## config.mk

```make
export PLATFORM = sky130hd
export DESIGN_NAME = wcopy_dma
export DESIGN_NICKNAME = d
export VERILOG_FILES = /design/src/rtl/wcopy_pkg.sv /design/src/rtl/wcopy_dpath.sv /design/src/rtl/wcopy_ctrl.sv /design/src/rtl/wcopy_dma.sv
export SDC_FILE = /design/constraint.sdc
export NUM_CORES = 1
export LEC_CHECK = 0
export ABC_AREA = 1
export ABC_CLOCK_PERIOD_IN_PS = 1800
export BUFFER_PORTS_ARGS = -buffer_cell sky130_fd_sc_hd__buf_2
export CAP_MARGIN = 5
export CORE_MARGIN = 10
export CORE_UTILIZATION = 50
export CTS_CLUSTER_SIZE = 40
export DETAILED_ROUTE_END_ITERATION = 7
export GPL_TIMING_DRIVEN = 0
export PLACE_DENSITY = 0.77
export SKIP_LAST_GASP = 1
export SYNTH_ARGS = -nofsm -noshare
export SYNTH_HDL_FRONTEND = slang
export SYNTH_SLANG_ARGS = --single-unit
```

## constraint.sdc

```tcl
create_clock -name clk -period 1.8 [get_ports clk]
set_input_delay 0.54 -clock clk [delete_from_list [all_inputs] [get_ports clk]]
set_output_delay 0.54 -clock clk [all_outputs]
set_load 0.01 [all_outputs]
```

## src/rtl/wcopy_pkg.sv

```systemverilog
package wcopy_pkg;
  localparam int WORD_W = 32;

  localparam logic [4:0] REG_SRC  = 5'h00;
  localparam logic [4:0] REG_DST  = 5'h04;
  localparam logic [4:0] REG_LEN  = 5'h08;
  localparam logic [4:0] REG_STAT = 5'h0C;
  localparam logic [4:0] REG_ACK  = 5'h0D;
  localparam logic [4:0] REG_CFG  = 5'h0E;
  localparam logic [4:0] REG_CMD  = 5'h10;
  localparam logic [4:0] REG_RES  = 5'h14;

  typedef enum logic [1:0] {PH_IDLE, PH_READ, PH_WRITE} phase_t;

  typedef struct packed {
    logic ldSrc;
    logic ldDst;
    logic ldLen;
    logic capture;
    logic swap;
    logic advance;
    logic resId;
    logic resStat;
    logic resOnes;
  } strobe_t;
endpackage

```

## src/rtl/wcopy_dpath.sv

```systemverilog
module wcopy_dpath
  import wcopy_pkg::*;
#(
  parameter int ADDR_W = 32,
  parameter int LEN_W = 16,
  parameter logic [WORD_W-1:0] DEV_ID = 32'h5A17_C0DE
) (
  input  logic              clk,
  input  logic              rstN,
  input  strobe_t           stb,
  input  logic              mWe,
  input  logic [ADDR_W-1:0] addrIn,
  input  logic [LEN_W-1:0]  lenIn,
  input  logic [WORD_W-1:0] mRdData,
  input  logic [WORD_W-1:0] statData,
  output logic [ADDR_W-1:0] mAddr,
  output logic [WORD_W-1:0] mWrData,
  output logic              lenLast,
  output logic              lenInZero,
  output logic [WORD_W-1:0] result
);
  localparam int NBYTES = WORD_W / 8;
  localparam logic [ADDR_W-1:0] ADDR_STEP = ADDR_W'(NBYTES);

  logic [ADDR_W-1:0] srcPtr, dstPtr;
  logic [LEN_W-1:0]  remain;
  logic [WORD_W-1:0] dataReg, revWord;

  for (genvar b = 0; b < NBYTES; b++) begin : g_rev
    assign revWord[8*b +: 8] = mRdData[8*(NBYTES-1-b) +: 8];
  end

  always_ff @(posedge clk) begin
    if (!rstN) begin
      srcPtr  <= '0;
      dstPtr  <= '0;
      remain  <= '0;
      dataReg <= '0;
      result  <= '0;
    end else begin
      if (stb.ldSrc) srcPtr <= addrIn;
      else if (stb.advance) srcPtr <= srcPtr + ADDR_STEP;
      if (stb.ldDst) dstPtr <= addrIn;
      else if (stb.advance) dstPtr <= dstPtr + ADDR_STEP;
      if (stb.ldLen) remain <= lenIn;
      else if (stb.advance) remain <= remain - LEN_W'(1);
      if (stb.capture) dataReg <= stb.swap ? revWord : mRdData;
      if (stb.resOnes) result <= '1;
      else if (stb.resId) result <= DEV_ID;
      else if (stb.resStat) result <= statData;
    end
  end

  assign mAddr     = mWe ? dstPtr : srcPtr;
  assign mWrData   = dataReg;
  assign lenLast   = (remain == LEN_W'(1));
  assign lenInZero = (lenIn == '0);
endmodule

```

## src/rtl/wcopy_ctrl.sv

```systemverilog
module wcopy_ctrl
  import wcopy_pkg::*;
(
  input  logic              clk,
  input  logic              rstN,
  input  logic              regWr,
  input  logic              regByte,
  input  logic [4:0]        regAddr,
  input  logic [7:0]        wrLow,
  input  logic              cmdId,
  input  logic              cmdRead,
  input  logic              mGnt,
  input  logic              lenLast,
  input  logic              lenInZero,
  input  logic [WORD_W-1:0] result,
  output strobe_t           stb,
  output logic              mReq,
  output logic              mWe,
  output logic              busy,
  output logic              irq,
  output logic [WORD_W-1:0] regRdData
);
  phase_t ph, phNext;
  logic [7:0] cfg;
  logic irqPend;
  logic wordWr, byteWr, idleWr, finish;

  assign wordWr = regWr && !regByte;
  assign byteWr = regWr && regByte;
  assign idleWr = wordWr && (ph == PH_IDLE);

  always_comb begin
    stb         = '0;
    stb.ldSrc   = idleWr && (regAddr == REG_SRC);
    stb.ldDst   = idleWr && (regAddr == REG_DST);
    stb.ldLen   = idleWr && (regAddr == REG_LEN);
    stb.capture = (ph == PH_READ) && mGnt;
    stb.swap    = cfg[7];
    stb.advance = (ph == PH_WRITE) && mGnt;
    stb.resOnes = wordWr && (regAddr == REG_RES);
    stb.resId   = wordWr && (regAddr == REG_CMD) && cmdId;
    stb.resStat = wordWr && (regAddr == REG_CMD) && !cmdId && cmdRead;
  end

  assign finish = (stb.ldLen && lenInZero) || (stb.advance && lenLast);

  always_comb begin
    phNext = ph;
    case (ph)
      PH_IDLE:  if (stb.ldLen && !lenInZero) phNext = PH_READ;
      PH_READ:  if (mGnt) phNext = PH_WRITE;
      PH_WRITE: if (mGnt) phNext = lenLast ? PH_IDLE : PH_READ;
      default:  phNext = PH_IDLE;
    endcase
  end

  always_ff @(posedge clk) begin
    if (!rstN) begin
      ph      <= PH_IDLE;
      cfg     <= '0;
      irqPend <= 1'b0;
    end else begin
      ph <= phNext;
      if (byteWr && (regAddr == REG_CFG)) cfg <= wrLow;
      if (finish && cfg[0]) irqPend <= 1'b1;
      else if (byteWr && (regAddr == REG_ACK) && wrLow[0]) irqPend <= 1'b0;
    end
  end

  assign busy = (ph != PH_IDLE);
  assign mReq = busy;
  assign mWe  = (ph == PH_WRITE);
  assign irq  = irqPend;

  always_comb begin
    regRdData = '0;
    if (regByte) begin
      if (regAddr == REG_STAT) regRdData[7:0] = {busy, 6'b0, irqPend};
      else if (regAddr == REG_CFG) regRdData[7:0] = cfg;
    end else if (regAddr == REG_RES) begin
      regRdData = result;
    end
  end
endmodule

```

## src/rtl/wcopy_dma.sv

```systemverilog
module wcopy_dma
  import wcopy_pkg::*;
#(
  parameter int ADDR_W = 32,
  parameter int LEN_W = 16,
  parameter logic [31:0] DEV_ID = 32'h5A17_C0DE
) (
  input  logic              clk,
  input  logic              rstN,
  input  logic              regWr,
  input  logic              regByte,
  input  logic [4:0]        regAddr,
  input  logic [31:0]       regWrData,
  output logic [31:0]       regRdData,
  output logic              mReq,
  output logic              mWe,
  output logic [ADDR_W-1:0] mAddr,
  output logic [31:0]       mWrData,
  input  logic              mGnt,
  input  logic [31:0]       mRdData,
  output logic              irq,
  output logic [5:0]        statSel,
  input  logic [31:0]       statData
);
  strobe_t stb;
  logic lenLast, lenInZero, busy;
  logic [31:0] result;

  assign statSel = regWrData[5:0];

  wcopy_ctrl u_ctrl (
    .clk(clk), .rstN(rstN), .regWr(regWr), .regByte(regByte), .regAddr(regAddr),
    .wrLow(regWrData[7:0]), .cmdId(regWrData[29]), .cmdRead(regWrData[31]),
    .mGnt(mGnt), .lenLast(lenLast), .lenInZero(lenInZero), .result(result),
    .stb(stb), .mReq(mReq), .mWe(mWe), .busy(busy), .irq(irq), .regRdData(regRdData)
  );

  wcopy_dpath #(.ADDR_W(ADDR_W), .LEN_W(LEN_W), .DEV_ID(DEV_ID)) u_dpath (
    .clk(clk), .rstN(rstN), .stb(stb), .mWe(mWe),
    .addrIn(regWrData[ADDR_W-1:0]), .lenIn(regWrData[LEN_W-1:0]),
    .mRdData(mRdData), .statData(statData),
    .mAddr(mAddr), .mWrData(mWrData), .lenLast(lenLast), .lenInZero(lenInZero),
    .result(result)
  );
endmodule

```

==> summary.txt <==
STA
  – Final Max Tran Viols: 0
  – Final Hold Vio Count: 0
  – RSZ-0062 raised after global routing: true
  – Relative slew slack: 48.20%
  – Worst-Margin Slew: 0.7770 ns
  – Final min period: 2.151 ns
  – Period utilization: 119.5%
  – FMAX: 0.4650 GHz
  – Finish-stage setup viols: 71
  – Final worst slack: -0.3507 ns
  – Worst Clk Skew: 0.01405 ns

Die
  – Die X: 158.6 microns
  – Site row count: 50
  – Initial core utilization: 51.14%
  – Placeable Area: 18770 sq um
  – Die area: 25140 sq um
  – Die height: 158.6 microns
  – I/O Pins: 211

Global routing
  – Global route overflow: 0
  – Global-route wire length before repair: 60380 microns
  – Largest net degree at the start of global routing: 17
  – Total GRT Usage: 30.53%
  – Vias in the first global route: 11580
  – Initial antenna violation count: 1

Logic synthesis
  – Syn_nets: 1732
  – Area of the mapped netlist: 9598 sq um
  – Sequential-to-total area share from yosys stat: 32.33%
  – Number of warnings issued by yosys: 0
  – Distinct cell type count after synthesis: 36
  – Area contributors post-synth: dfxtp_1 32%, nand2_1 21%, nor2_1 9.2%
  – #FFs+latches synth: 155
  – Yosys top cell by area: dfxtp_1
  – Synth top area share: 32.33%
  – Synth Instances: 1622
  – Avg Synthesized Cell Area: 5.917 sq um

Drt
  – Post-DRT Antenna Nets: 0
  – DRT iter0 DRCs: 1466
  – Top sig layer: met4
  – Drt wl/cell: 19.05 microns
  – DRC Markers: 0
  – Via Count: 12220
  – Via-to-Cell Ratio: 5.709
  – TritonRoute pass-1 iters: 6
  – Met3 wire length: 4916 microns
  – Drt total wl: 40770 microns
  – WL met1: 15230 microns
  – WL met2: 18310 microns

Worst setup path
  – CP Data Required Time: 1.26 ns
  – Critical path class: reg2out
  – Worst reg2reg path depth: 10
  – CP startpoint kind: flop
  – Worst EP arrival: 1.61 ns
  – FF-to-FF Start: u_ctrl.ph[1]
  – Critical path peak fanout: 8
  – FF-to-FF End: u_dpath.srcPtr[13]
  – Crit end category: output pin
  – Reg2Reg Setup Slack: -0.02 ns

Clock tree
  – Clk Latency, worst-skew pair: 0.45 ns
  – CTS Buffer Depth: 2
  – CTS HTree Levels: 4
  – CTS tree: done
  – Clock tree sinks: 155
  – Worst-path clk slew: 0.08 ns
  – CTS Buf Count: 17
  – Hold-fix buffers, CTS: 0
  – CTS root buf: clkbuf_16

Placed design
  – Post-DP HPWL: 29170 microns
  – Post-Place Cells: 2065
  – Port Buffers: 209
  – Global placer's final weighted congestion: 0.9880

Power and ir drop
  – P_leak: 5.921 nW
  – Switching share of power: 28.77%
  – Share of power burned in the clock network: 44.8%
  – Net Sw Power: 2.288 mW
  – Combinational share of power: 10.9%
  – Power Density: 601.6 nW/um^2
  – Register share of total power: 44.2%
  – Internal: 5.663 mW
  – VDD IR max: 632.9 uV

Worst hold path
  – HP Class: in2reg
  – Hold depth: 3
  – Hold Path Origin: statData[28]
  – Hold Path Sink: u_dpath.result[28]

Final layout
  – Area Overhead vs Synth: 37.70%
  – Final net count: 2003
  – Post-route insts no fill: 2140
  – Share of layout cells above drive strength 1: 26.44%
  – # diodes: 0
  – Fillers: 1560
  – Core Util, Final: 70.42%

Run
  – Max Cap Viol: 0

Status
  – Failing checks: setup timing
  – Status: finished, violations left
## synth_stat cells
cell type / n
o21ai_0: 123
inv_1: 178
o22ai_1: 5
nor3_4: 1
inv_2: 5
buf_2: 17
a21oi_1: 75
nand3_1: 95
o311ai_0: 1
a211oi_1: 2
nand4_1: 5
xor2_1: 17
nand3_4: 1
o32ai_1: 2
nand2_2: 4
nor2_4: 5
clkbuf_1: 46
dfxtp_1: 155
nor2_1: 235
o21a_1: 1
clkinv_1: 1
o211ai_1: 10
nand3_2: 2
o221ai_1: 1
ha_1: 4
a31oi_1: 37
buf_1: 4
o21bai_1: 2
nor3_1: 14
nand2_1: 530
nor2_2: 1
nand3b_1: 22
o21ai_2: 1
xnor2_1: 8
buf_4: 10
buf_6: 2
## power by group through the flow
| stage | logic [mW] | clock network (mW) | registers, mW |
|---|---|---|---|
| 3_5_place_dp | 0.707 | 0 | 3.59 |
| 5_1_grt | 0.927 | 3.67 | 3.52 |
| 4_1_cts | 0.793 | 3.54 | 3.51 |
| 2_1_floorplan | 0.354 | 0 | 3.60 |
| 6_report | 0.870 | 3.56 | 3.52 |
| 3_3_place_gp | 0.699 | 0 | 3.59 |
## metal layers
metal  GRT usage [%]  up-vias
li1                -     5682
met1           35.96     5515
met2           49.52      815
met3           9.525      205
met4           14.56        0
met5               0        -
## cell usage in the layout, fill, tap and decap left out, types with 10 or more instances in the layout
cell type	instances
nand2_2	36
nand2_4	17
o211ai_1	10
buf_4	40
clkbuf_1	24
o21ai_4	11
buf_2	193
inv_1	171
a21oi_1	75
nor2_2	17
nand2_1	480
dfxtp_1	146
clkbuf_16	22
nand3b_1	22
o21ai_0	92
nor2_4	21
buf_6	44
nor2_1	203
xor2_1	17
a31oi_1	37
o21ai_2	13
nand3_1	87
## stage by stage
step / setup slack (ns) / hold WS (ns) / power, mW / cell area (sq um) / TNS (ns)
after floorplan: -0.1234 / 0.4298 / 3.949 / 9816 / -2.683
after global placement: -0.6734 / 0.4508 / 4.287 / 11150 / -64.13
after detailed placement: -0.6632 / 0.4591 / 4.297 / 11150 / -67.48
after CTS: -0.3427 / 0.3212 / 7.844 / 12660 / -17.78
after global routing: -0.3820 / 0.3620 / 8.123 / 13220 / -21.58
final: -0.3507 / 0.3123 / 7.951 / 13220 / -17.50
## worst max-delay path by stage
stage,slack (ns),end,startpoint
finish,-0.35,mAddr[7],u_ctrl.ph[1]
global route,-0.38,mAddr[7],u_ctrl.ph[1]
CTS,-0.34,regRdData[25],regAddr[0]
detailed placement,-0.66,mAddr[7],u_ctrl.ph[0]
global placement,-0.67,mAddr[7],u_ctrl.ph[0]
floorplan,-0.12,regRdData[18],regAddr[1]
## registers in the layout (all words and copies together), names as in the netlist
| signal | cells |
|---|---|
| u_ctrl.cfg | 8 |
| u_ctrl.irq | 1 |
| u_ctrl.ph | 2 |
| u_dpath.dstPtr | 32 |
| u_dpath.mWrData | 32 |
| u_dpath.remain | 16 |
| u_dpath.result | 32 |
| u_dpath.srcPtr | 32 |
## kinds of logic (layout without fill, tap and decap cells)
| family | Yosys count | after routing | share of synthesized area, % |
|---|---|---|---|
| flip-flops | 155 | 155 | 32.33 |
| adder cells (fa/ha/maj) | 4 | 4 | 0.5215 |
| XOR/XNOR | 25 | 25 | 2.281 |
| buffers and inverters | 263 | 546 | 11.05 |
| AO/OA/AOI/OAI | 260 | 260 | 14.69 |
| AND/OR/NAND/NOR | 915 | 916 | 39.12 |
## critical path, cell delays in order (launching register included)
cell	delay, ns
dfxtp_4	0.39
buf_12	0.14
nand2_8	0.12
clkbuf_16	0.17
nand2_1	0.06
nand2_1	0.13
buf_2	0.16
## layout make-up
class | count | area, sq um | share of cell area, %
Timing Repair Buffer | 253 | 1682 | 12.72
Inverter | 184 | 716.9 | 5.425
Multi-Input combinational cell | 1205 | 6266 | 47.41
Sequential cell | 155 | 3122 | 23.62
Tap cell | 234 | 292.8 | 2.215
Buffer | 77 | 573.1 | 4.336
Clock buffer | 19 | 442.9 | 3.351
Clock inverter | 13 | 121.4 | 0.9183
## what timing repair did
item | in CTS | in global routing
gates cloned | 8 | 1
pin swaps | 19 | 20
setup buffers | 20 | 17
resized for setup | 201 | 135
endpoints found under the setup margin | 119 | 194
(Power assumes the default switching activity.)
